===== src/rtl/lkres_pkg.sv =====
package lkres_pkg;
   localparam int CH_PF = 0;
   localparam int CH_AF = 1;
   localparam int CH_RT = 2;
   localparam int N_CH  = 3;

   localparam logic [1:0] SRC_NONE    = 2'd0;
   localparam logic [1:0] SRC_PRIMARY = 2'd1;
   localparam logic [1:0] SRC_ROUTE   = 2'd2;

   localparam logic [1:0] ST_PF = 2'd0;
   localparam logic [1:0] ST_AF = 2'd1;
   localparam logic [1:0] ST_RT = 2'd2;
endpackage


===== src/rtl/lkres_field.sv =====
module lkres_field #(
   parameter int WORD_W = 32,
   parameter int PRIO_W = 8,
   parameter int ADDR_W = 21
) (
   input  logic [WORD_W-1:0] word,
   output logic              done,
   output logic              hit,
   output logic              mhit,
   output logic [PRIO_W-1:0] prio,
   output logic [ADDR_W-1:0] addr
);
   localparam int DONE_B   = WORD_W - 1;
   localparam int HIT_B    = WORD_W - 2;
   localparam int MHIT_B   = WORD_W - 3;
   localparam int PRIO_LSB = ADDR_W;

   generate
      if (WORD_W != 3 + PRIO_W + ADDR_W) begin : g_bad_layout
         $error("lkres_field: word width does not match flag, priority and address widths");
      end
      if (PRIO_W < 1 || ADDR_W < 1) begin : g_bad_width
         $error("lkres_field: field widths must be positive");
      end
   endgenerate

   // flags at the top, then priority, then address
   assign done = word[DONE_B];
   assign hit  = word[HIT_B];
   assign mhit = word[MHIT_B];
   assign prio = word[PRIO_LSB +: PRIO_W];
   assign addr = word[ADDR_W-1:0];
endmodule


===== src/rtl/lkres_seq.sv =====
module lkres_seq
   import lkres_pkg::*;
(
   input  logic            clk,
   input  logic            rst_n,
   input  logic [N_CH-1:0] valid,
   input  logic [N_CH-1:0] done,
   output logic            take_pf,
   output logic            take_af,
   output logic            take_rt,
   output logic [1:0]      stage
);
   // only the result due next, and only once it is complete, is taken
   assign take_pf = (stage == ST_PF) && valid[CH_PF] && done[CH_PF];
   assign take_af = (stage == ST_AF) && valid[CH_AF] && done[CH_AF];
   assign take_rt = (stage == ST_RT) && valid[CH_RT] && done[CH_RT];

   always_ff @(posedge clk) begin
      if (!rst_n) begin
         stage <= ST_PF;
      end else if (take_pf) begin
         stage <= ST_AF;
      end else if (take_af) begin
         stage <= ST_RT;
      end else if (take_rt) begin
         stage <= ST_PF;
      end
   end


   stage_legal_chk: assert property (@(posedge clk) disable iff (!rst_n)
      stage != 2'd3);


   rt_return_chk: assert property (@(posedge clk) disable iff (!rst_n)
      take_rt |=> (stage == ST_PF));


   rt_needs_af_chk: assert property (@(posedge clk) disable iff (!rst_n)
      (stage == ST_RT) |-> ($past(stage) != ST_PF));
endmodule


===== src/rtl/lkres_arb.sv =====
module lkres_arb
   import lkres_pkg::*;
#(
   parameter int PRIO_W         = 8,
   parameter int ADDR_W         = 21,
   parameter bit TIE_TO_PRIMARY = 1'b1
) (
   input  logic              pf_hit,
   input  logic [PRIO_W-1:0] pf_prio,
   input  logic [ADDR_W-1:0] pf_addr,
   input  logic              pf_mhit,
   input  logic              rt_hit,
   input  logic [ADDR_W-1:0] rt_addr,
   input  logic              rt_mhit,
   input  logic [PRIO_W-1:0] route_prio,
   input  logic              af_hit,
   input  logic [ADDR_W-1:0] af_addr,
   output logic [1:0]        src,
   output logic [ADDR_W-1:0] addr,
   output logic              mhit,
   output logic              aux_copy,
   output logic [ADDR_W-1:0] aux_addr,
   output logic              no_route
);
   logic pf_beats;

   // the tie rule is an elaboration choice
   generate
      if (TIE_TO_PRIMARY) begin : g_tie_pf
         assign pf_beats = (pf_prio >= route_prio);
      end else begin : g_tie_rt
         assign pf_beats = (pf_prio > route_prio);
      end
   endgenerate


   always_comb begin
      src      = SRC_NONE;
      addr     = '0;
      mhit     = 1'b0;
      no_route = 1'b0;
      if (pf_hit && (!rt_hit || pf_beats)) begin
         src  = SRC_PRIMARY;
         addr = pf_addr;
         mhit = pf_mhit;
      end else if (rt_hit) begin
         src  = SRC_ROUTE;
         addr = rt_addr;
         mhit = rt_mhit;
      end else begin
         no_route = 1'b1;
      end
   end

   // the auxiliary filter only adds a copy
   assign aux_copy = af_hit;
   assign aux_addr = af_hit ? af_addr : '0;
endmodule


===== src/rtl/lkres_resolver.sv =====
module lkres_resolver
   import lkres_pkg::*;
#(
   parameter int WORD_W         = 32,
   parameter int PRIO_W         = 8,
   parameter int ADDR_W         = 21,
   parameter bit TIE_TO_PRIMARY = 1'b1
) (
   input  logic              clk,
   input  logic              rst_n,
   input  logic [PRIO_W-1:0] route_prio,
   input  logic              pf_valid,
   input  logic [WORD_W-1:0] pf_word,
   input  logic              af_valid,
   input  logic [WORD_W-1:0] af_word,
   input  logic              rt_valid,
   input  logic [WORD_W-1:0] rt_word,
   output logic              dec_valid,
   output logic [1:0]        sel_src,
   output logic [ADDR_W-1:0] sel_addr,
   output logic              sel_mhit,
   output logic              aux_copy,
   output logic [ADDR_W-1:0] aux_addr,
   output logic              no_route
);
   logic [N_CH-1:0][WORD_W-1:0] words;
   logic [N_CH-1:0]             ch_done, ch_hit, ch_mhit, ch_valid;
   logic [N_CH-1:0][PRIO_W-1:0] ch_prio;
   logic [N_CH-1:0][ADDR_W-1:0] ch_addr;

   assign words    = {rt_word, af_word, pf_word};
   assign ch_valid = {rt_valid, af_valid, pf_valid};

   generate
      for (genvar c = 0; c < N_CH; c++) begin : g_dec
         lkres_field #(.WORD_W(WORD_W), .PRIO_W(PRIO_W), .ADDR_W(ADDR_W)) u_field (
            .word (words[c]),
            .done (ch_done[c]),
            .hit  (ch_hit[c]),
            .mhit (ch_mhit[c]),
            .prio (ch_prio[c]),
            .addr (ch_addr[c])
         );
      end
   endgenerate

   // priority bits of auxiliary and route words are deliberately dropped
   logic unused_fields;
   assign unused_fields = ^{ch_prio[CH_AF], ch_prio[CH_RT], ch_mhit[CH_AF]};

   logic       take_pf, take_af, take_rt;
   logic [1:0] stage;

   lkres_seq u_seq (
      .clk     (clk),
      .rst_n   (rst_n),
      .valid   (ch_valid),
      .done    (ch_done),
      .take_pf (take_pf),
      .take_af (take_af),
      .take_rt (take_rt),
      .stage   (stage)
   );

   logic              pf_hit_q, pf_mhit_q, af_hit_q;
   logic [PRIO_W-1:0] pf_prio_q;
   logic [ADDR_W-1:0] pf_addr_q, af_addr_q;

   always_ff @(posedge clk) begin
      if (!rst_n) begin
         pf_hit_q  <= 1'b0;
         pf_mhit_q <= 1'b0;
         pf_prio_q <= '0;
         pf_addr_q <= '0;
         af_hit_q  <= 1'b0;
         af_addr_q <= '0;
      end else begin
         if (take_pf) begin
            pf_hit_q  <= ch_hit[CH_PF];
            pf_mhit_q <= ch_mhit[CH_PF];
            pf_prio_q <= ch_prio[CH_PF];
            pf_addr_q <= ch_addr[CH_PF];
         end
         if (take_af) begin
            af_hit_q  <= ch_hit[CH_AF];
            af_addr_q <= ch_addr[CH_AF];
         end
      end
   end

   logic [1:0]        a_src;
   logic [ADDR_W-1:0] a_addr, a_aux_addr;
   logic              a_mhit, a_aux, a_nr;

   lkres_arb #(.PRIO_W(PRIO_W), .ADDR_W(ADDR_W), .TIE_TO_PRIMARY(TIE_TO_PRIMARY)) u_arb (
      .pf_hit     (pf_hit_q),
      .pf_prio    (pf_prio_q),
      .pf_addr    (pf_addr_q),
      .pf_mhit    (pf_mhit_q),
      .rt_hit     (ch_hit[CH_RT]),
      .rt_addr    (ch_addr[CH_RT]),
      .rt_mhit    (ch_mhit[CH_RT]),
      .route_prio (route_prio),
      .af_hit     (af_hit_q),
      .af_addr    (af_addr_q),
      .src        (a_src),
      .addr       (a_addr),
      .mhit       (a_mhit),
      .aux_copy   (a_aux),
      .aux_addr   (a_aux_addr),
      .no_route   (a_nr)
   );

   // the decision is registered and held for a single cycle
   always_ff @(posedge clk) begin
      if (!rst_n || !take_rt) begin
         dec_valid <= 1'b0;
         sel_src   <= SRC_NONE;
         sel_addr  <= '0;
         sel_mhit  <= 1'b0;
         aux_copy  <= 1'b0;
         aux_addr  <= '0;
         no_route  <= 1'b0;
      end else begin
         dec_valid <= 1'b1;
         sel_src   <= a_src;
         sel_addr  <= a_addr;
         sel_mhit  <= a_mhit;
         aux_copy  <= a_aux;
         aux_addr  <= a_aux_addr;
         no_route  <= a_nr;
      end
   end


   dec_pulse_chk: assert property (@(posedge clk) disable iff (!rst_n)
      dec_valid |=> !dec_valid);


   idle_quiet_chk: assert property (@(posedge clk) disable iff (!rst_n)
      !dec_valid |-> (!aux_copy && !no_route && sel_src == SRC_NONE && sel_addr == '0));


   noroute_src_chk: assert property (@(posedge clk) disable iff (!rst_n)
      dec_valid |-> (no_route == (sel_src == SRC_NONE)));


   aux_addr_chk: assert property (@(posedge clk) disable iff (!rst_n)
      !aux_copy |-> (aux_addr == '0));
endmodule


===== config.mk =====
export PLATFORM = sky130hd
export DESIGN_NAME = lkres_resolver
export DESIGN_NICKNAME = d
export VERILOG_FILES = /design/src/rtl/lkres_pkg.sv /design/src/rtl/lkres_field.sv /design/src/rtl/lkres_seq.sv /design/src/rtl/lkres_arb.sv /design/src/rtl/lkres_resolver.sv
export SDC_FILE = /design/constraint.sdc
export NUM_CORES = 1
export LEC_CHECK = 0
export ABC_CLOCK_PERIOD_IN_PS = 4150
export BUFFER_PORTS_ARGS = -buffer_cell sky130_fd_sc_hd__clkbuf_2
export CORE_MARGIN = 2
export CORE_UTILIZATION = 52
export DETAILED_ROUTE_END_ITERATION = 16
export PLACE_DENSITY = 0.85
export SYNTH_ARGS = -nofsm -noshare
export SYNTH_HDL_FRONTEND = slang
export SYNTH_SLANG_ARGS = --single-unit

===== constraint.sdc =====
create_clock -name clk -period 4.15 [get_ports clk]
set_input_delay 0.83 -clock clk [delete_from_list [all_inputs] [get_ports clk]]
set_output_delay 0.83 -clock clk [all_outputs]
set_load 0.02 [all_outputs]

# After elaboration in Yosys (flattened, before gate mapping)
# Cells that the tools add are included.
# word_totals
register_bits	103
latch_bits	0
ramBits	0
mem_bits_ro	0
input_bits	109
output_inout_bits	48
wordCells	50
mem_count	0
# classes
n_addsub	0
multipliers	0
n_div	0
n_lt_le_gt_ge	1
eq_ne	2
n_shift	0
muxes	11
bitwise_logic	2
reduce_logical	18
# op_table
op	n
$mux W21	2
$ge A8 B8 Y1	1
$logic_and A1 B1 Y1	7
$mux W1	6
$mux W2	3
$reduce_or A2 Y1	3
$logic_not A1 Y1	3
$reduce_bool A3 Y1	1
$eq A2 B1 Y1 const B	1
$eq A2 B2 Y1 const B	1
$logic_not A2 Y1	1
$logic_or A1 B1 Y1	2
$not A1 Y1	2
$reduce_bool A2 Y1	1

# Logic depth before layout (Yosys ltp)
# logic_depth
ltp_word	6
ltp_mapped	7
depth_no_buf	6

# Cells and area by module
# From an unflattened synthesis, not the netlist that was laid out.
# hier_totals
hier_cells	507
area_unflattened_um2	5019.8
# modules_own_cells
module	n_inst	cells_each	area_per_inst_um2	seq_area_each_um2
lkres_resolver	1	278	3385.7	2021.9
lkres_arb	1	124	808.3	0.0
lkres_field	3	32	240.2	0.0
lkres_seq	1	9	105.1	40.0

# Least setup slack after synthesis
# Ideal clock, no wire load.
# synth_path
kind	input port to flip-flop
startpoint	input route_prio[5]
endpoint	register sel_addr[10]
setup_time_ns	0.072
arrival_time_ns	2.036
slack_ns	2.043
stages	7
path_buffers	1
path_cell_list	inv_1 -> ha_1 -> a211oi_2 -> o21ai_2 -> a22oi_4 -> buf_8 -> mux2i_1
# synth_via
elab_chain_cells	4
# synth_lines
item	line	source
start, declared	lkres_resolver.sv:11	input logic [PRIO_W-1:0] route_prio,
$ge A8 B8 Y1	lkres_arb.sv:30	assign pf_beats = (pf_prio >= route_prio);
$logic_or A1 B1 Y1	lkres_arb.sv:42	if (pf_hit && (!rt_hit || pf_beats)) begin
$logic_and A1 B1 Y1	lkres_arb.sv:42	
$mux W21	lkres_arb.sv:42	
end signal, assigned	lkres_resolver.sv:127	sel_addr <= a_addr;
end, declared	lkres_resolver.sv:20	output logic [ADDR_W-1:0] sel_addr,
# No other way between the ends.
# A chain may end at the register's enable or synchronous reset.

# Worst setup path after layout
# layout_path
startpoint	input route_prio[5]
endpoint	register sel_addr[2]
# Same word-level chain as after synthesis.

==> results.yml <==
sta:
  clock_skew_ns: 0.0115
  clock.fmax_mhz: 427
  slew_violations: 0
  final-hold-violation-count: 0
  rsz0062_at_grt: "false"
  finalSetupViolCount: 0
  min_period_over_period: 0.564
  maxSlewHeadroom: 0.267
  tns_ns: 0
  period_needed_ns: 2.34
  worstMarginPinSlew_ns: 1.10
detailed_routing:
  drt_iter0_markers: 99
  wl_um: 7910
  viasPerCell: 4.91
  first_pass_iters: 4
  drt-wirelength-per-cell_um: 12.2
  detail-route-antenna-nets: 0
  routed-via-count: 3189
  remaining_drc_errors: 0
synth:
  synth_common_cells: "nand2_1 (129), dfxtp_1 (103), a21boi_0 (44)"
  async_reset_ff_frac: 0
  synth_seq_area_share: 0.522
  ys_types: 28
  synth_area_leaders: "dfxtp_1 (52%), nand2_1 (12%), a21boi_0 (8.4%)"
  yosysTopAreaCell: "dfxtp_1"
  synth_nets: 543
  yosys_warnings: 0
  ys.flop_type: "dfxtp_1"
  synth_cells: 426
  yosysMostFrequentCell: "nand2_1"
  synth_top_area_frac: 0.522
  synth_seq_cells: 103
  syn_area_sq_mm: 0.00395
  syn_avg_cell_area_sq_um: 9.28
  synth_edf_count: 0
clock_tree:
  root_buffer: "clkbuf_8"
  postCtsSetupRepairBufs: 0
  cts_tree: "built"
  ctsHtreeMaxLevel: 3
  post_cts_resized: 0
  clock_latency_ns: 0.35
  cts_buffers: 9
  cts.reportedPaths.clkPinSlew_ns: 0.10
  holdBufCountCts: 0
  cts.sinks: 103
  clock_path_buffers: 2
finish:
  fin_nets: 663
  final_area_sq_mm: 0.00476
  n_antenna_cell: 0
  layout.cells.non_filler: 650
  syn_to_final_growth_pct: 20.4
  layout-drive-gt1-share: 0.299
worst_setup_path:
  startpoint_type: "input pin"
  crit_family: "compound AO/OA/AOI/OAI gates"
  cpMaxStageDelayCell: "a22oi_4"
  required_ns: 4.42
  crit_path_end_kind: "flop"
  criticalPathCategory: "in -> reg"
  worstPathCellList: "clkbuf_2 -> inv_1 -> ha_1 -> a211oi_2 -> o21ai_2 -> a22oi_4 -> mux2i_1"
  arrival_ns: 2.61
  r2r-start: "pf_prio_q[0]"
  worstPathMaxFanout: 25
  cpPeakStageDelay_ns: 0.75
  critPathBufInv: 2
  critPathLaunch: "route_prio[5]"
global_routing:
  grt_pass1_wl_um: 13200
  grt_usage: 0.193
  antenna_found_initial: 0
  first_global_vias: 2994
  use_met3: 0.0481
  grt.busiest_layer: "met2"
  grt-ovfl-total: 0
  gr-usage-met2: 0.340
  grt_max_degree: 71
  use_met1: 0.231
floorplan:
  die-area_sq_mm: 0.00832
  io_pins: 157
  fp.coreArea_sq_mm: 0.00729
  die_w_um: 91.2
  die_h_um: 91.2
  start_util: 0.542
  num_rows: 31
worst_hold_path:
  hold_path_startpoint: "pf_addr_q[14]"
  holdCritPathClass: "reg -> reg"
place:
  dpl.hpwl_um: 5600
  place_area_sq_mm: 0.00458
  portBuffers: 139
  dp_cells: 634
  gp_congestion: 0.788
job:
  maxCapViolCount: 0
power_and_ir_drop:
  power.density_mw_per_mm2: 360
  p_leak_nw: 2.28
  power_mw: 1.72
  ir_worst_vdd_uv: 168
run_status:
  status: "finished, final reports clean"
==> through the flow <==
step	utilization	hold WS, ns	worst slack [ns]
5_1_grt	0.653	0.476	1.69
6_report	0.653	0.458	1.81
3_5_place_dp	0.629	0.447	1.43
3_3_place_gp	0.629	0.443	1.50
2_1_floorplan	-	0.435	2.04
4_1_cts	0.653	0.461	1.82
==> final timing paths <==
| kind | endpoint | slack [ns] | cells after the start |
|---|---|---|---|
| setup / recovery | sel_addr[2] | 1.81 | 7 |
| hold reg to reg | sel_addr[14] | 0.46 | 2 |
| hold / removal | sel_addr[14] | 0.46 | 2 |
| setup reg to reg | sel_addr[2] | 2.03 | 6 |
==> layout by cell type, fill, tap and decap left out, types with 8 or more instances in the layout <==
cell type,count
nand3_1,24
a21boi_1,10
nand2_1,129
clkbuf_2,139
clkbuf_8,9
ha_1,8
inv_1,9
mux2i_1,22
a21boi_0,44
and3_1,24
dfxtp_1,103
==> power by group <==
group	internal [mW]	leakage, nW	switching [mW]
clock network	0.226	0.0919	0.345
logic	0.0628	1.36	0.0641
registers	1.01	0.833	0.0115
==> worst reg2reg max path: stages (launching register included) <==
cell     delay [ns]
dfxtp_1        0.34
inv_1          0.05
ha_1           0.28
nor3b_2        0.20
o21ai_2        0.10
a22oi_4        0.79
mux2i_1        0.29
==> area by class of cell <==
class / instances / area, sq um
repair buffers: 141 / 711
multi-input cells: 282 / 1650
inverters: 9 / 33.8
flip-flops and latches: 103 / 2060
well taps: 99 / 124
clock inverters: 7 / 55.1
clock buffers: 9 / 124
fillers: 650 / 2530
==> routing by layer <==
| layer | vias to the layer above | routed length [um] |
|---|---|---|
| met5 | - | 0 |
| met4 | 0 | 66 |
| met3 | 7 | 504 |
| met2 | 96 | 3780 |
| met1 | 1448 | 3560 |
| li1 | 1638 | - |
==> kinds of logic (layout without fill, tap and decap cells) <==
group,Yosys count,after routing,share of synthesized area
AO/OA/AOI/OAI,61,61,0.119
buffers and inverters,41,166,0.0608
AND/OR/NAND/NOR,191,191,0.217
multiplexers,22,22,0.0557
adder cells (fa/ha/maj),8,8,0.0253
flip-flops,103,103,0.522
==> flip-flops by register name, indices dropped and copies added, names as in the netlist <==
name         cells
no_route         1
sel_mhit         1
sel_src          2
af_hit_q         1
pf_addr_q       21
dec_valid        1
aux_addr        21
sel_addr        21
u_seq.stage      2
aux_copy         1
pf_hit_q         1
pf_prio_q        8
af_addr_q       21
pf_mhit_q        1
(Power assumes the default switching activity.)
